File: src/rtl/addr_par_pkg.sv
package addr_par_pkg;
  localparam int AD_W   = 32;
  localparam int CBE_W  = 4;
  localparam int STAT_W = 16;

  localparam int STA_BIT = 11;
  localparam int SSE_BIT = 14;
  localparam int DPE_BIT = 15;

  localparam logic [CBE_W-1:0] CMD_IO_RD  = 4'b0010;
  localparam logic [CBE_W-1:0] CMD_IO_WR  = 4'b0011;
  localparam logic [CBE_W-1:0] CMD_MEM_RD = 4'b0110;
  localparam logic [CBE_W-1:0] CMD_CFG_RD = 4'b1010;
  localparam logic [CBE_W-1:0] CMD_CFG_WR = 4'b1011;

  typedef enum logic [1:0] {
    ST_IDLE = 2'd0,
    ST_ADDR = 2'd1,
    ST_ATTR = 2'd2
  } chkState_e;

  typedef struct packed {
    logic captureCmd;
    logic holdAddrErr;
    logic flagParity;
    logic signalAbort;
    logic signalSerr;
  } chkStrobe_t;

  function automatic logic isAbortable(input logic [CBE_W-1:0] cmd);
    return (cmd == CMD_IO_RD) || (cmd == CMD_IO_WR) || (cmd == CMD_MEM_RD) ||
           (cmd == CMD_CFG_RD) || (cmd == CMD_CFG_WR);
  endfunction
endpackage

File: src/rtl/addr_par_ctrl.sv
module addr_par_ctrl
  import addr_par_pkg::*;
#(
  parameter int CMD_W = CBE_W
) (
  input  logic             clk,
  input  logic             rstN,
  input  logic             addrValid,
  input  logic             pcixMode,
  input  logic             perrRespEn,
  input  logic             serrEn,
  input  logic             phaseErr,
  input  logic             addrErrQ,
  input  logic [CMD_W-1:0] cmdQ,
  output chkStrobe_t       strobe
);
  chkState_e state, stateNext;
  logic      modeQ;
  logic      anyErr;
  logic      decide;

  always_ff @(posedge clk) begin
    if (!rstN) begin
      state <= ST_IDLE;
      modeQ <= 1'b0;
    end else begin
      state <= stateNext;
      if (strobe.captureCmd) modeQ <= pcixMode;
    end
  end

  always_comb begin
    stateNext = state;
    strobe    = '0;
    anyErr    = 1'b0;
    decide    = 1'b0;
    unique case (state)
      ST_IDLE: begin
        if (addrValid) begin
          strobe.captureCmd = 1'b1;
          stateNext         = ST_ADDR;
        end
      end
      ST_ADDR: begin
        if (modeQ) begin
          strobe.holdAddrErr = 1'b1;
          stateNext          = ST_ATTR;
        end else begin
          decide    = 1'b1;
          anyErr    = phaseErr;
          stateNext = ST_IDLE;
        end
      end
      ST_ATTR: begin
        decide    = 1'b1;
        anyErr    = phaseErr | addrErrQ;
        stateNext = ST_IDLE;
      end
      default: stateNext = ST_IDLE;
    endcase
    if (decide && anyErr) begin
      strobe.flagParity  = 1'b1;
      strobe.signalAbort = perrRespEn & isAbortable(cmdQ);
      strobe.signalSerr  = perrRespEn & serrEn;
    end
  end

  // a verdict always leaves the checker idle
  a_r10_idle_after_attr: assert property (@(posedge clk) disable iff (!rstN)
    (state == ST_ATTR) |=> (state == ST_IDLE));

  // conventional mode gives its verdict straight after the address parity
  a_r2_conv_single_phase: assert property (@(posedge clk) disable iff (!rstN)
    (state == ST_ADDR && !modeQ) |=> (state == ST_IDLE));
endmodule

File: src/rtl/addr_par_datapath.sv
module addr_par_datapath
  import addr_par_pkg::*;
#(
  parameter int AW    = AD_W,
  parameter int CW    = CBE_W,
  parameter int SW    = STAT_W
) (
  input  logic          clk,
  input  logic          rstN,
  input  logic [AW-1:0] adIn,
  input  logic [CW-1:0] cmdBeIn,
  input  logic          parIn,
  input  logic          statWrEn,
  input  logic [SW-1:0] statWrData,
  input  chkStrobe_t    strobe,
  output logic          phaseErr,
  output logic          addrErrQ,
  output logic [CW-1:0] cmdQ,
  output logic          tgtAbortReq,
  output logic          serrN,
  output logic [SW-1:0] status
);
  logic          prevParQ;
  logic [SW-1:0] setMask;
  logic [SW-1:0] clrMask;

  assign phaseErr = parIn ^ prevParQ;

  always_comb begin
    setMask          = '0;
    setMask[DPE_BIT] = strobe.flagParity;
    setMask[STA_BIT] = strobe.signalAbort;
    setMask[SSE_BIT] = strobe.signalSerr;
    clrMask          = statWrEn ? statWrData : '0;
  end

  always_ff @(posedge clk) begin
    if (!rstN) begin
      prevParQ    <= 1'b0;
      cmdQ        <= '0;
      addrErrQ    <= 1'b0;
      tgtAbortReq <= 1'b0;
      serrN       <= 1'b1;
      status      <= '0;
    end else begin
      prevParQ    <= ^{adIn, cmdBeIn};
      if (strobe.captureCmd)  cmdQ     <= cmdBeIn;
      if (strobe.holdAddrErr) addrErrQ <= phaseErr;
      tgtAbortReq <= strobe.signalAbort;
      serrN       <= ~strobe.signalSerr;
      status      <= (status & ~clrMask) | setMask;
    end
  end

  // system error is a single-clock strobe
  a_r7_serr_one_clock: assert property (@(posedge clk) disable iff (!rstN)
    !serrN |=> serrN);

  // an abort is always recorded in status
  a_r6_abort_sets_status: assert property (@(posedge clk) disable iff (!rstN)
    tgtAbortReq |-> status[STA_BIT]);

  // system error is always recorded in status
  a_r7_serr_sets_status: assert property (@(posedge clk) disable iff (!rstN)
    !serrN |-> status[SSE_BIT]);

  // any response implies detected parity
  a_r1_response_has_dpe: assert property (@(posedge clk) disable iff (!rstN)
    (tgtAbortReq || !serrN) |-> status[DPE_BIT]);
endmodule

File: src/rtl/addr_par_guard.sv
module addr_par_guard
  import addr_par_pkg::*;
#(
  parameter int AW = AD_W,
  parameter int CW = CBE_W,
  parameter int SW = STAT_W
) (
  input  logic          clk,
  input  logic          rstN,
  input  logic          addrValid,
  input  logic [AW-1:0] adIn,
  input  logic [CW-1:0] cmdBeIn,
  input  logic          parIn,
  input  logic          pcixMode,
  input  logic          perrRespEn,
  input  logic          serrEn,
  input  logic          statWrEn,
  input  logic [SW-1:0] statWrData,
  output logic          tgtAbortReq,
  output logic          serrN,
  output logic [SW-1:0] status
);
  chkStrobe_t    strobe;
  logic          phaseErr;
  logic          addrErrQ;
  logic [CW-1:0] cmdQ;

  addr_par_ctrl #(.CMD_W(CW)) u_ctrl (
    .clk(clk), .rstN(rstN), .addrValid(addrValid), .pcixMode(pcixMode),
    .perrRespEn(perrRespEn), .serrEn(serrEn), .phaseErr(phaseErr),
    .addrErrQ(addrErrQ), .cmdQ(cmdQ), .strobe(strobe)
  );

  addr_par_datapath #(.AW(AW), .CW(CW), .SW(SW)) u_dp (
    .clk(clk), .rstN(rstN), .adIn(adIn), .cmdBeIn(cmdBeIn), .parIn(parIn),
    .statWrEn(statWrEn), .statWrData(statWrData), .strobe(strobe),
    .phaseErr(phaseErr), .addrErrQ(addrErrQ), .cmdQ(cmdQ),
    .tgtAbortReq(tgtAbortReq), .serrN(serrN), .status(status)
  );

  // no abort unless parity error response was enabled at the verdict
  a_r4_abort_needs_perr: assert property (@(posedge clk) disable iff (!rstN)
    tgtAbortReq |-> $past(perrRespEn));

  // system error needs both controls
  a_r8_serr_needs_both: assert property (@(posedge clk) disable iff (!rstN)
    !serrN |-> $past(serrEn && perrRespEn));
endmodule

File: config.mk
export PLATFORM = sky130hd
export DESIGN_NAME = addr_par_guard
export DESIGN_NICKNAME = d
export VERILOG_FILES = /design/src/rtl/addr_par_pkg.sv /design/src/rtl/addr_par_ctrl.sv /design/src/rtl/addr_par_datapath.sv /design/src/rtl/addr_par_guard.sv
export SDC_FILE = /design/constraint.sdc
export NUM_CORES = 1
export LEC_CHECK = 0
export BUFFER_PORTS_ARGS = -buffer_cell sky130_fd_sc_hd__clkbuf_2
export CAP_MARGIN = 30
export CORE_MARGIN = 3
export CORE_UTILIZATION = 42
export DETAILED_ROUTE_END_ITERATION = 7
export HOLD_SLACK_MARGIN = 0.1
export MAX_ROUTING_LAYER = met4
export PLACE_DENSITY = 0.75
export SLEW_MARGIN = 25
export SYNTH_ARGS = -nofsm -noshare
export SYNTH_HDL_FRONTEND = slang
export SYNTH_HIERARCHICAL = 1
export SYNTH_SLANG_ARGS = --single-unit
export TNS_END_PERCENT = 10
File: constraint.sdc
create_clock -name clk -period 2.19 [get_ports clk]
set_clock_uncertainty 0.2 [all_clocks]
set_input_delay 0.5475 -clock clk [delete_from_list [all_inputs] [get_ports clk]]
set_output_delay 0.5475 -clock clk [all_outputs]
set_load 0.05 [all_outputs]
==> impl_metrics.xml, run 1 <==
<?xml version="1.0" encoding="UTF-8"?>
<metrics>
  <group name="min_path">
    <metric name="hold_end" unit="">u_dp/status[13]$_SDFF_PN0_</metric>
    <metric name="holdPathStages" unit="">2</metric>
    <metric name="min-delay-start" unit="">statWrData[13]</metric>
    <metric name="hp-class" unit="">input pin to flop</metric>
  </group>
  <group name="sta">
    <metric name="fin_tns_setup" unit="ns">0</metric>
    <metric name="worst_slew_margin_rel" unit="">0.788</metric>
    <metric name="post-route-min-period" unit="ns">1.71</metric>
    <metric name="slew_viol_final" unit="">0</metric>
    <metric name="timing.final.hold_violations" unit="">0</metric>
    <metric name="timing.final.setup_violations" unit="">0</metric>
    <metric name="worst_slew_pin_slew" unit="ns">0.317</metric>
    <metric name="fin_worst_hold_slack" unit="ns">0.176</metric>
    <metric name="maxClockFrequency" unit="MHz">584</metric>
    <metric name="final_critical_path_setup_slack" unit="ns">0.479</metric>
    <metric name="rsz0062_at_grt" unit="">no</metric>
    <metric name="fraction_of_the_cycle_the_final_worst_path_needs" unit="">0.781</metric>
  </group>
  <group name="finish">
    <metric name="layout-drive-gt1-share" unit="">0.401</metric>
    <metric name="postLayoutCellArea" unit="sq um">1730</metric>
    <metric name="antenna_cells" unit="">0</metric>
    <metric name="n_fill_cell" unit="">277</metric>
    <metric name="area.growth.synth_to_final" unit="%">33.5</metric>
    <metric name="nNetsFinal" unit="">276</metric>
  </group>
  <group name="setup_path">
    <metric name="ff2ff_path_depth" unit="">7</metric>
    <metric name="worst-setup-path-type" unit="">flop to output pin</metric>
    <metric name="crit_family" unit="">flip-flops</metric>
    <metric name="cp.buffers_inverters" unit="">1</metric>
    <metric name="path_max_fanout" unit="">2</metric>
    <metric name="reg2reg_from" unit="">u_ctrl/state[0]$_SDFFE_PN0P_</metric>
    <metric name="cp_cell_sequence" unit="">clkbuf_2</metric>
    <metric name="rr_endpoint" unit="">u_dp/status[14]$_SDFF_PN0_</metric>
    <metric name="timing.critical_path.to_type" unit="">output pin</metric>
    <metric name="critical_path_s_slowest_cell" unit="">sky130_fd_sc_hd__dfxtp_1</metric>
    <metric name="critical_path_required" unit="ns">1.44</metric>
    <metric name="max_stage_delay" unit="ns">0.37</metric>
    <metric name="setup.reg_to_reg.worst_slack" unit="ns">0.55</metric>
    <metric name="arrival" unit="ns">0.96</metric>
    <metric name="startpoint_type" unit="">flop</metric>
  </group>
  <group name="detailed_routing">
    <metric name="postRouteAntennaNets" unit="">0</metric>
    <metric name="detail_route.first_pass.iterations" unit="">4</metric>
    <metric name="detail_route.drc_violations" unit="">0</metric>
    <metric name="detail_route.wirelength" unit="microns">2600</metric>
    <metric name="avgViaCountPerCell" unit="">4.65</metric>
    <metric name="route.vias.total" unit="">1131</metric>
    <metric name="drt-initial-drc-count" unit="">23</metric>
    <metric name="wl_per_cell" unit="microns">10.7</metric>
  </group>
  <group name="logic_synthesis">
    <metric name="synthesis.nets" unit="">199</metric>
    <metric name="post_synth_inst_count" unit="">136</metric>
    <metric name="synth.ff_latch_count" unit="">27</metric>
    <metric name="synth_sequential_area_ratio" unit="">0.418</metric>
    <metric name="ys_types" unit="">25</metric>
    <metric name="syn-mean-instance-area" unit="sq um">9.51</metric>
    <metric name="synth.yosys.warnings" unit="">6</metric>
    <metric name="mappedNetlistArea" unit="sq um">1290</metric>
  </group>
  <group name="power_and_ir_drop">
    <metric name="seq_power_share" unit="">0.503</metric>
    <metric name="netSwitchingPower" unit="uW">263</metric>
    <metric name="cell_int_power" unit="uW">765</metric>
    <metric name="p_per_area" unit="nW/um^2">595</metric>
    <metric name="p_leak" unit="nW">0.849</metric>
    <metric name="max-vdd-ir-drop" unit="mV">0.393</metric>
    <metric name="proportion_of_total_power_due_to_net_switching" unit="">0.256</metric>
    <metric name="pwr-share-clk" unit="">0.200</metric>
    <metric name="comb_power_share" unit="">0.297</metric>
  </group>
  <group name="floorplan">
    <metric name="fp.dieArea" unit="sq um">3780</metric>
    <metric name="die_height" unit="microns">61.5</metric>
    <metric name="design.portCount" unit="">78</metric>
    <metric name="placement_rows" unit="">19</metric>
    <metric name="die_width" unit="microns">61.5</metric>
    <metric name="floorplan.initialDensity" unit="">0.454</metric>
    <metric name="core" unit="sq um">2850</metric>
  </group>
  <group name="flow_run">
    <metric name="number_of_max_cap_violations" unit="">0</metric>
  </group>
  <group name="global_routing">
    <metric name="first_global_vias" unit="">1022</metric>
    <metric name="grt_usage" unit="">0.141</metric>
    <metric name="grt_antenna_before_repair" unit="">0</metric>
    <metric name="grt_pass1_wl" unit="microns">3950</metric>
    <metric name="grt_start_max_net_pins" unit="">20</metric>
    <metric name="globalRouteOverflowTotal" unit="">0</metric>
  </group>
  <group name="placed_design">
    <metric name="post-place-ws" unit="ns">0.188</metric>
    <metric name="count_of_input_and_output_buffers" unit="">77</metric>
    <metric name="place.gp.congestion" unit="">0.772</metric>
    <metric name="hpwlAfterDp" unit="microns">2230</metric>
    <metric name="postPlaceCellArea" unit="sq um">1700</metric>
  </group>
  <group name="cts">
    <metric name="clk_transition_reported_paths" unit="ns">0.14</metric>
    <metric name="tritoncts_clock_tree" unit="">built</metric>
    <metric name="postCtsSetupBuffers" unit="">0</metric>
    <metric name="cts_hold_repair.buffers" unit="">0</metric>
    <metric name="cts_max_path_buffers" unit="">2</metric>
    <metric name="cts_sinks" unit="">27</metric>
    <metric name="root_buffer" unit="">sky130_fd_sc_hd__clkbuf_4</metric>
    <metric name="clkLatencyLatePin" unit="ns">0.31</metric>
    <metric name="post_cts_resized" unit="">0</metric>
    <metric name="cts_htree_levels" unit="">1</metric>
    <metric name="cts_bufs_inserted" unit="">3</metric>
  </group>
  <group name="status">
    <metric name="status" unit="">complete, no violations</metric>
  </group>
</metrics>
-- flip-flops by register name, summed over array words and instances, names as in the netlist --
name	cells
u_dp/status	16
u_dp/cmdQ	4
u_ctrl/state	2
u_ctrl/modeQ	1
u_dp/addrErrQ	1
u_dp/prevParQ	1
u_dp/serrN	1
u_dp/tgtAbortReq	1
-- cell families after synthesis --
logic type	after synthesis	synth area share
DFF	27	0.418
and+or+nand+nor	37	0.133
adders and majority gates	3	0.0290
muxes	8	0.0619
AOI/OAI and AO/OA	19	0.0793
buffers and inverters	9	0.0290
xor gates and xnor gates	33	0.250
-- worst register-to-register path: cells and delay by family (launching register included) --
| family | cells | cell delay (ns) |
|---|---|---|
| AOI/OAI and AO/OA | 2 | 0.22 |
| adders and majority gates | 1 | 0.30 |
| buffers and inverters | 1 | 0.07 |
| DFF | 1 | 0.38 |
| and+or+nand+nor | 3 | 0.38 |
-- synthesized netlist by cell type --
master	instances	area (sq um)
sky130_fd_sc_hd__o211a_1	1	10.0
sky130_fd_sc_hd__and2_2	2	15.0
sky130_fd_sc_hd__nor2_1	8	30.0
sky130_fd_sc_hd__clkinv_1	1	3.75
sky130_fd_sc_hd__dfxtp_1	27	541
sky130_fd_sc_hd__nor2b_1	2	12.5
sky130_fd_sc_hd__clkbuf_1	5	18.8
sky130_fd_sc_hd__mux2i_1	8	80.1
sky130_fd_sc_hd__buf_4	1	7.51
sky130_fd_sc_hd__nand4b_1	1	8.76
sky130_fd_sc_hd__a21oi_1	16	80.1
sky130_fd_sc_hd__inv_1	2	7.51
sky130_fd_sc_hd__and4_1	1	8.76
sky130_fd_sc_hd__o211ai_1	1	7.51
sky130_fd_sc_hd__xnor3_1	2	45.0
sky130_fd_sc_hd__or2_1	1	6.26
sky130_fd_sc_hd__nand2b_1	1	6.26
sky130_fd_sc_hd__xnor2_1	25	219
sky130_fd_sc_hd__and2_1	1	6.26
sky130_fd_sc_hd__xnor2_2	1	16.3
sky130_fd_sc_hd__o21ai_0	1	5.00
sky130_fd_sc_hd__nand2_1	19	71.3
sky130_fd_sc_hd__and3_1	1	6.26
sky130_fd_sc_hd__ha_1	3	37.5
sky130_fd_sc_hd__xor2_1	5	43.8
-- power by group through the flow --
| stage | logic, mW | registers, mW | clock network, mW |
|---|---|---|---|
| global route | 0.333 | 0.519 | 0.241 |
| floorplan | 0.225 | 0.530 | 0 |
| global placement | 0.307 | 0.528 | 0 |
| detailed placement | 0.308 | 0.528 | 0 |
| CTS | 0.310 | 0.517 | 0.219 |
| finish | 0.305 | 0.517 | 0.205 |
-- how the worst max path moves through the flow --
| stage | start | depth (start not counted) | to | slack (ns) |
|---|---|---|---|---|
| 4_1_cts | u_dp/status[12]$_SDFF_PN0_ | 1 | status[12] | 0.46 |
| 3_5_place_dp | adIn[15] | 6 | u_dp/prevParQ$_SDFF_PN0_ | 0.19 |
| 3_3_place_gp | adIn[24] | 6 | u_dp/prevParQ$_SDFF_PN0_ | 0.19 |
| 2_1_floorplan | adIn[4] | 5 | u_dp/prevParQ$_SDFF_PN0_ | 0.34 |
| 6_report | u_dp/status[12]$_SDFF_PN0_ | 1 | status[12] | 0.48 |
| 5_1_grt | u_dp/status[12]$_SDFF_PN0_ | 1 | status[12] | 0.40 |
-- cell usage in the layout, fill, tap and decap left out, types with 2 or more instances in the layout --
master / Yosys / routed
sky130_fd_sc_hd__clkbuf_2: 0 / 77
sky130_fd_sc_hd__dfxtp_1: 27 / 27
sky130_fd_sc_hd__xnor2_1: 25 / 25
sky130_fd_sc_hd__nand2_1: 19 / 19
sky130_fd_sc_hd__a21oi_1: 16 / 16
sky130_fd_sc_hd__mux2i_1: 8 / 8
sky130_fd_sc_hd__nor2_1: 8 / 8
sky130_fd_sc_hd__xor2_1: 5 / 5
sky130_fd_sc_hd__clkbuf_4: 0 / 3
sky130_fd_sc_hd__ha_1: 3 / 3
sky130_fd_sc_hd__and2_2: 2 / 2
sky130_fd_sc_hd__inv_1: 2 / 2
sky130_fd_sc_hd__nor2b_1: 2 / 2
sky130_fd_sc_hd__xnor3_1: 2 / 2
-- routing by layer --
layer | global-route usage | wire length, microns | vias up
met4 | 0.0364 | 21 | 0
met2 | 0.253 | 1300 | 37
li1 | - | - | 589
met3 | 0.0335 | 131 | 2
met5 | - | 0 | -
met1 | 0.157 | 1150 | 503
-- stage by stage --
step	cells	util	total power, mW
4_1_cts	243	0.605	1.05
2_1_floorplan	136	-	0.755
5_1_grt	243	0.605	1.09
6_report	243	0.605	1.03
3_3_place_gp	239	0.596	0.835
3_5_place_dp	239	0.596	0.836
-- cell type report --
cell class	count	area [sq um]	share of cell area
flip-flops and latches	27	541	0.313
clock buffers	3	22.5	0.0130
multi-input cells	100	716	0.414
repair buffers	78	393	0.228
well taps	31	38.8	0.0225
clock inverters	1	5.00	0.00290
inverters	3	11.3	0.00652
No activity file was read; power rests on OpenSTA's default activity.
==> inputs of run 2 (changes only) <==
--- a/config.mk
+++ b/config.mk
@@ -8,11 +8,11 @@
 export BUFFER_PORTS_ARGS = -buffer_cell sky130_fd_sc_hd__clkbuf_2
 export CAP_MARGIN = 30
 export CORE_MARGIN = 3
-export CORE_UTILIZATION = 42
+export CORE_UTILIZATION = 38
 export DETAILED_ROUTE_END_ITERATION = 7
 export HOLD_SLACK_MARGIN = 0.1
 export MAX_ROUTING_LAYER = met4
-export PLACE_DENSITY = 0.75
+export PLACE_DENSITY = 0.72
 export SLEW_MARGIN = 25
 export SYNTH_ARGS = -nofsm -noshare
 export SYNTH_HDL_FRONTEND = slang
==> constraint.sdc (replaced) <==
create_clock -name clk -period 1.5 [get_ports clk]
set_clock_uncertainty 0.2 [all_clocks]
set_input_delay 0.375 -clock clk [delete_from_list [all_inputs] [get_ports clk]]
set_output_delay 0.375 -clock clk [all_outputs]
set_load 0.05 [all_outputs]
==> run 2 against run 1 <==
Power grew 55%. Routed wire length grew 35%. Non-clock buffer count grew 21. Critical endpoint is now u_dp/status[11]$_SDFF_PN0_. Largest cell class unchanged. Highest routed layer unchanged.
==> impl_metrics.xml, run 2 (synthesis results as in run 1) <==
<?xml version="1.0" encoding="UTF-8"?>
<metrics>
  <group name="floorplan">
    <metric name="placement_rows" unit="">20</metric>
    <metric name="floorplan.initialDensity" unit="">0.410</metric>
    <metric name="fp.dieArea" unit="sq um">4140</metric>
    <metric name="core" unit="sq um">3150</metric>
    <metric name="die_height" unit="microns">64.4</metric>
    <metric name="die_width" unit="microns">64.4</metric>
    <metric name="design.portCount" unit="">78</metric>
  </group>
  <group name="sta">
    <metric name="rsz0062_at_grt" unit="">yes</metric>
    <metric name="worst_slew_margin_rel" unit="">0.836</metric>
    <metric name="timing.final.setup_violations" unit="">0</metric>
    <metric name="worst_slew_pin_slew" unit="ns">0.244</metric>
    <metric name="slew_viol_final" unit="">0</metric>
    <metric name="timing.final.hold_violations" unit="">0</metric>
    <metric name="post-route-min-period" unit="ns">1.49</metric>
    <metric name="fraction_of_the_cycle_the_final_worst_path_needs" unit="">0.993</metric>
    <metric name="maxClockFrequency" unit="MHz">672</metric>
  </group>
  <group name="finish">
    <metric name="area.growth.synth_to_final" unit="%">64.1</metric>
    <metric name="top_flop_regs" unit="">u_dp/status: 16 flops, u_dp/cmdQ: 4 flops, u_ctrl/state: 2 flops</metric>
    <metric name="most-common-layout-cells" unit="">58 x sky130_fd_sc_hd__clkbuf_2, 21 x sky130_fd_sc_hd__xnor2_1, 18 x sky130_fd_sc_hd__dfxtp_1, 18 x sky130_fd_sc_hd__nand2_1, 14 x sky130_fd_sc_hd__dlygate4sd3_1</metric>
    <metric name="final_core_util" unit="">0.673</metric>
    <metric name="regMostFlops" unit="">u_dp/status</metric>
    <metric name="layout-drive-gt1-share" unit="">0.498</metric>
    <metric name="instances_no_fill" unit="">277</metric>
    <metric name="largest_register_ffs" unit="">16</metric>
    <metric name="antenna_cells" unit="">0</metric>
    <metric name="layout.cells.most_common" unit="">sky130_fd_sc_hd__clkbuf_2</metric>
    <metric name="postLayoutCellArea" unit="sq um">2120</metric>
    <metric name="nNetsFinal" unit="">297</metric>
  </group>
  <group name="cts">
    <metric name="cts_bufs_inserted" unit="">3</metric>
    <metric name="root_buffer" unit="">sky130_fd_sc_hd__clkbuf_4</metric>
    <metric name="clkLatencyLatePin" unit="ns">0.32</metric>
    <metric name="clk_transition_reported_paths" unit="ns">0.14</metric>
    <metric name="cts_htree_levels" unit="">1</metric>
    <metric name="tritoncts_clock_tree" unit="">built</metric>
    <metric name="cts_sinks" unit="">27</metric>
    <metric name="cts_max_path_buffers" unit="">2</metric>
  </group>
  <group name="global_routing">
    <metric name="grt_antenna_before_repair" unit="">0</metric>
    <metric name="grt.met3_usage" unit="">0.0475</metric>
    <metric name="grt_busiest_layer" unit="">met2</metric>
    <metric name="globalRouteOverflowTotal" unit="">0</metric>
    <metric name="grt_start_max_net_pins" unit="">20</metric>
    <metric name="grt_usage" unit="">0.178</metric>
    <metric name="first_global_vias" unit="">1359</metric>
    <metric name="globalRouteMet1Util" unit="">0.187</metric>
    <metric name="met2_usage" unit="">0.316</metric>
    <metric name="grt_pass1_wl" unit="microns">5660</metric>
  </group>
  <group name="setup_path">
    <metric name="startpoint_type" unit="">flop</metric>
    <metric name="critical_path_required" unit="ns">1.56</metric>
    <metric name="worst-setup-path-type" unit="">flop to flop</metric>
    <metric name="critical_path.endpoint" unit="">u_dp/status[11]$_SDFF_PN0_</metric>
    <metric name="cp.buffers_inverters" unit="">1</metric>
    <metric name="path_depth" unit="">7</metric>
    <metric name="max_stage_delay" unit="ns">0.36</metric>
    <metric name="setup.reg_to_reg.worst_slack" unit="ns">0.01</metric>
    <metric name="ff2ff_path_depth" unit="">7</metric>
    <metric name="rr_endpoint" unit="">u_dp/status[11]$_SDFF_PN0_</metric>
    <metric name="path_max_fanout" unit="">3</metric>
    <metric name="crit_family" unit="">simple AND/OR/NAND/NOR gates</metric>
    <metric name="critical_path_s_slowest_cell" unit="">sky130_fd_sc_hd__dfxtp_2</metric>
    <metric name="reg2reg_from" unit="">u_ctrl/state[0]$_SDFFE_PN0P_</metric>
    <metric name="cp_cell_sequence" unit="">inv_2 -&gt; ha_4 -&gt; nand4b_1 -&gt; nand2_2 -&gt; and4_4 -&gt; a21oi_2 -&gt; nor2_1</metric>
    <metric name="timing.critical_path.to_type" unit="">flop</metric>
    <metric name="arrival" unit="ns">1.55</metric>
    <metric name="cp-startpoint" unit="">u_ctrl/state[0]$_SDFFE_PN0P_</metric>
  </group>
  <group name="placed_design">
    <metric name="count_of_input_and_output_buffers" unit="">77</metric>
    <metric name="post-place-cells" unit="">259</metric>
    <metric name="hpwlAfterDp" unit="microns">2340</metric>
    <metric name="postPlaceCellArea" unit="sq um">1780</metric>
    <metric name="place.gp.congestion" unit="">0.724</metric>
  </group>
  <group name="power_and_ir_drop">
    <metric name="p_per_area" unit="nW/um^2">750</metric>
    <metric name="max-vdd-ir-drop" unit="mV">0.567</metric>
    <metric name="p_leak" unit="nW">0.998</metric>
  </group>
  <group name="detailed_routing">
    <metric name="detail_route.first_pass.iterations" unit="">4</metric>
    <metric name="postRouteAntennaNets" unit="">0</metric>
    <metric name="detail_route.wirelength" unit="microns">3520</metric>
    <metric name="drt-initial-drc-count" unit="">18</metric>
    <metric name="detail_route.drc_violations" unit="">0</metric>
    <metric name="route.vias.total" unit="">1260</metric>
    <metric name="avgViaCountPerCell" unit="">4.55</metric>
    <metric name="wl_per_cell" unit="microns">12.7</metric>
  </group>
  <group name="status">
    <metric name="status" unit="">complete, no violations</metric>
  </group>
  <group name="flow_run">
    <metric name="number_of_max_cap_violations" unit="">0</metric>
  </group>
  <group name="min_path">
    <metric name="hp-class" unit="">input pin to flop</metric>
  </group>
</metrics>
[run 2: area by class of cell]
class	instances	area (sq um)
Clock buffer	3	22.5
Clock inverter	1	5.00
Fill cell	253	1030
Inverter	3	11.3
Multi-Input combinational cell	100	791
Sequential cell	27	552
Tap cell	44	55.1
Timing Repair Buffer	99	687
[run 2: report_power, final]
part           switching [mW]  internal, mW  total, mW
Clock                   0.209        0.0999      0.309
Sequential             0.0155         0.744      0.760
Combinational           0.198         0.326      0.524
[run 2: routing by layer]
metal | wire, microns | vias up
met3 | 377 | 6
met2 | 1800 | 57
met5 | 0 | -
li1 | - | 631
met1 | 1290 | 566
met4 | 51 | 0
[run 2: metrics by stage]
step	worst slack (ns)	total power, mW	TNS (ns)	hold slack [ns]
6_report	0.0108	1.59	0	0.117
5_1_grt	-0.0581	1.69	-0.198	0.119
4_1_cts	0.00222	1.59	0	0.102
3_5_place_dp	-0.346	1.24	-0.619	0.225
3_3_place_gp	-0.315	1.23	-0.547	0.219
2_1_floorplan	-0.154	1.10	-0.155	0.252
[run 2: how the worst min path moves through the flow]
stage	start	end	slack [ns]	cells after the start
after global routing	cmdBeIn[1]	u_dp/cmdQ[1]$_SDFFE_PN0P_	0.12	3
after floorplan	u_dp/cmdQ[1]$_SDFFE_PN0P_	u_dp/cmdQ[1]$_SDFFE_PN0P_	0.25	2
after global placement	u_dp/status[6]$_SDFF_PN0_	u_dp/status[6]$_SDFF_PN0_	0.22	2
final	cmdBeIn[2]	u_dp/cmdQ[2]$_SDFFE_PN0P_	0.12	3
after detailed placement	u_dp/status[1]$_SDFF_PN0_	u_dp/status[1]$_SDFF_PN0_	0.22	2
after CTS	cmdBeIn[2]	u_dp/cmdQ[2]$_SDFFE_PN0P_	0.10	3
[run 2: worst reg2reg max path, delay by kind of cell, from the launching register on]
family | cells | cell delay [ns]
compound gates | 1 | 0.04
fa+ha+maj | 1 | 0.26
buf+inv | 1 | 0.05
simple gates | 4 | 0.53
flops | 1 | 0.36
[run 2: what timing repair did]
action                     in CTS  in global routing
setup buffers                   0                  0
hold endpoints to repair       14                  0
pin swaps                       5                  8
setup endpoints to repair      21                 26
gates resized for setup        28                 41
hold buffers                   14                  0
gates cloned                    0                  0
==> inputs of run 3 (changes only) <==
--- a/config.mk
+++ b/config.mk
@@ -5,11 +5,12 @@
 export SDC_FILE = /design/constraint.sdc
 export NUM_CORES = 1
 export LEC_CHECK = 0
-export BUFFER_PORTS_ARGS = -buffer_cell sky130_fd_sc_hd__clkbuf_2
+export BUFFER_PORTS_ARGS = -buffer_cell sky130_fd_sc_hd__buf_2
 export CAP_MARGIN = 30
-export CORE_MARGIN = 3
+export CORE_MARGIN = 2
 export CORE_UTILIZATION = 38
 export DETAILED_ROUTE_END_ITERATION = 7
+export GPL_TIMING_DRIVEN = 0
 export HOLD_SLACK_MARGIN = 0.1
 export MAX_ROUTING_LAYER = met4
 export PLACE_DENSITY = 0.72
==> run 3 against run 2 <==
Largest cell class unchanged. Count of clock-buffer cells in the layout up 1. Fmax down 2.2%. Setup slack worse by 0.034 ns. Sequential share of layout area up 0.65 points. The flow now finishes with violations (setup timing). Critical path depth down 1.
==> impl_metrics.xml, run 3 (synthesis results as in run 1) <==
<?xml version="1.0" encoding="UTF-8"?>
<metrics>
  <group name="status">
    <metric name="status" unit="">finished with violations</metric>
    <metric name="violations" unit="">setup timing</metric>
  </group>
  <group name="placed_design">
    <metric name="post-place-cells" unit="">258</metric>
    <metric name="hpwlAfterDp" unit="microns">2100</metric>
    <metric name="count_of_input_and_output_buffers" unit="">76</metric>
    <metric name="place.gp.congestion" unit="">0.736</metric>
    <metric name="postPlaceCellArea" unit="sq um">1740</metric>
  </group>
  <group name="detailed_routing">
    <metric name="wl_per_cell" unit="microns">11.2</metric>
    <metric name="detail_route.drc_violations" unit="">0</metric>
    <metric name="drt-initial-drc-count" unit="">18</metric>
    <metric name="detail_route.wirelength" unit="microns">3100</metric>
    <metric name="route.vias.total" unit="">1207</metric>
    <metric name="detail_route.first_pass.iterations" unit="">4</metric>
    <metric name="postRouteAntennaNets" unit="">0</metric>
    <metric name="avgViaCountPerCell" unit="">4.36</metric>
  </group>
  <group name="global_routing">
    <metric name="globalRouteMet1Util" unit="">0.181</metric>
    <metric name="grt_busiest_layer" unit="">met2</metric>
    <metric name="first_global_vias" unit="">1217</metric>
    <metric name="met2_usage" unit="">0.285</metric>
    <metric name="grt_start_max_net_pins" unit="">15</metric>
    <metric name="grt_usage" unit="">0.161</metric>
    <metric name="globalRouteOverflowTotal" unit="">0</metric>
    <metric name="grt_antenna_before_repair" unit="">0</metric>
    <metric name="grt_pass1_wl" unit="microns">5030</metric>
    <metric name="grt.met3_usage" unit="">0.0344</metric>
  </group>
  <group name="floorplan">
    <metric name="placement_rows" unit="">21</metric>
    <metric name="core" unit="sq um">3310</metric>
    <metric name="floorplan.initialDensity" unit="">0.391</metric>
    <metric name="design.portCount" unit="">78</metric>
    <metric name="die_height" unit="microns">62.4</metric>
    <metric name="die_width" unit="microns">62.4</metric>
    <metric name="fp.dieArea" unit="sq um">3890</metric>
  </group>
  <group name="finish">
    <metric name="nNetsFinal" unit="">295</metric>
    <metric name="instances_no_fill" unit="">277</metric>
    <metric name="n_fill_cell" unit="">285</metric>
    <metric name="antenna_cells" unit="">0</metric>
    <metric name="top_flop_regs" unit="">u_dp/status: 16 flops, u_dp/cmdQ: 4 flops, u_ctrl/state: 2 flops</metric>
    <metric name="area_taken_by_flip_flops_and_latches" unit="sq um">544</metric>
    <metric name="postLayoutCellArea" unit="sq um">2040</metric>
    <metric name="area.growth.synth_to_final" unit="%">57.9</metric>
    <metric name="regMostFlops" unit="">u_dp/status</metric>
    <metric name="layout.cells.most_common" unit="">sky130_fd_sc_hd__buf_2</metric>
    <metric name="area_of_combinational_cells_with_multiple_inputs" unit="sq um">764</metric>
    <metric name="layout-drive-gt1-share" unit="">0.433</metric>
    <metric name="most-common-layout-cells" unit="">58 x sky130_fd_sc_hd__buf_2, 24 x sky130_fd_sc_hd__dfxtp_1, 22 x sky130_fd_sc_hd__xnor2_1</metric>
    <metric name="largest_register_ffs" unit="">16</metric>
  </group>
  <group name="power_and_ir_drop">
    <metric name="comb_power_share" unit="">0.326</metric>
    <metric name="netSwitchingPower" unit="uW">397</metric>
    <metric name="seq_power_share" unit="">0.485</metric>
    <metric name="proportion_of_total_power_due_to_net_switching" unit="">0.255</metric>
    <metric name="post-layout-total-power" unit="mW">1.56</metric>
    <metric name="p_leak" unit="nW">0.945</metric>
    <metric name="max-vdd-ir-drop" unit="mV">0.560</metric>
    <metric name="cell_int_power" unit="mW">1.16</metric>
    <metric name="pwr-share-clk" unit="">0.189</metric>
    <metric name="p_per_area" unit="nW/um^2">762</metric>
  </group>
  <group name="setup_path">
    <metric name="arrival" unit="ns">1.58</metric>
    <metric name="path_max_fanout" unit="">2</metric>
    <metric name="worst-setup-path-type" unit="">input pin to flop</metric>
    <metric name="startpoint_type" unit="">input pin</metric>
    <metric name="timing.critical_path.to_type" unit="">flop</metric>
    <metric name="critical_path_required" unit="ns">1.56</metric>
  </group>
  <group name="sta">
    <metric name="rsz0062_at_grt" unit="">yes</metric>
    <metric name="slew_viol_final" unit="">0</metric>
    <metric name="fin_worst_hold_slack" unit="ns">0.119</metric>
    <metric name="worst_slew_margin_rel" unit="">0.712</metric>
    <metric name="fraction_of_the_cycle_the_final_worst_path_needs" unit="">1.02</metric>
    <metric name="final_critical_path_setup_slack" unit="ns">-0.0228</metric>
    <metric name="worst_slew_pin_slew" unit="ns">0.432</metric>
    <metric name="maxClockFrequency" unit="MHz">657</metric>
    <metric name="timing.final.hold_violations" unit="">0</metric>
    <metric name="post-route-min-period" unit="ns">1.52</metric>
    <metric name="timing.final.setup_violations" unit="">1</metric>
  </group>
  <group name="cts">
    <metric name="root_buffer" unit="">sky130_fd_sc_hd__clkbuf_4</metric>
    <metric name="clkLatencyLatePin" unit="ns">0.31</metric>
    <metric name="cts_htree_levels" unit="">1</metric>
    <metric name="tritoncts_clock_tree" unit="">built</metric>
    <metric name="cts_max_path_buffers" unit="">2</metric>
    <metric name="cts_bufs_inserted" unit="">3</metric>
    <metric name="clk_transition_reported_paths" unit="ns">0.14</metric>
    <metric name="cts_sinks" unit="">27</metric>
  </group>
  <group name="flow_run">
    <metric name="number_of_max_cap_violations" unit="">0</metric>
  </group>
  <group name="min_path">
    <metric name="hp-class" unit="">input pin to flop</metric>
  </group>
</metrics>
==> run 3: path summary, 6_finish.rpt <==
kind | depth (start not counted) | end | slack, ns | from
worst min-delay path | 3 | u_dp/cmdQ[3]$_SDFFE_PN0P_ | 0.12 | cmdBeIn[3]
worst max-delay path | 6 | u_dp/prevParQ$_SDFF_PN0_ | -0.02 | adIn[16]
worst min register to register | 2 | u_dp/status[0]$_SDFF_PN0_ | 0.25 | u_dp/status[0]$_SDFF_PN0_
worst max register to register | 7 | u_dp/status[14]$_SDFF_PN0_ | 0.03 | u_ctrl/state[0]$_SDFFE_PN0P_
==> run 3: area by class of cell <==
cell class	count	area share
inverters	3	0.00612
clock buffers	4	0.0129
plain buffers	5	0.0116
repair buffers	92	0.301
well taps	46	0.0282
flip-flops and latches	27	0.266
multi-input cells	100	0.374
==> run 3: what timing repair did <==
action                                  4_1_cts  5_1_grt
pin swaps                                     5        2
cloned                                        0        0
setup buffers                                 2        0
hold endpoints to repair                     13        1
hold buffers                                 13        1
endpoints found under the setup margin       24       27
resized for setup                            22       20
==> run 3: per-layer routing <==
metal,up-vias,part of all wire
met5,-,0
met4,0,0.011
met3,4,0.10
met2,64,0.48
met1,510,0.41
li1,629,-
==> run 3: worst max-delay path: stages <==
cell	delay, ns
sky130_fd_sc_hd__buf_2	0.11
sky130_fd_sc_hd__xnor2_2	0.18
sky130_fd_sc_hd__xnor2_1	0.14
sky130_fd_sc_hd__xnor3_1	0.44
sky130_fd_sc_hd__or2_1	0.22
sky130_fd_sc_hd__mux2i_1	0.11
==> run 3: power by group through the flow <==
| stage | Sequential, mW | Combinational [mW] | Clock [mW] |
|---|---|---|---|
| after detailed placement | 0.771 | 0.463 | 0 |
| after CTS | 0.755 | 0.503 | 0.305 |
| after floorplan | 0.774 | 0.330 | 0 |
| final | 0.755 | 0.507 | 0.294 |
| after global placement | 0.771 | 0.460 | 0 |
| after global routing | 0.758 | 0.553 | 0.345 |
==> run 3: metrics by stage <==
step	TNS, ns	setup slack [ns]	util
after floorplan	-0.155	-0.154	-
after global placement	-2.74	-0.357	0.525
after detailed placement	-3.51	-0.378	0.525
after CTS	-0.0170	-0.0170	0.595
after global routing	-0.171	-0.0552	0.617
final	-0.0228	-0.0228	0.617
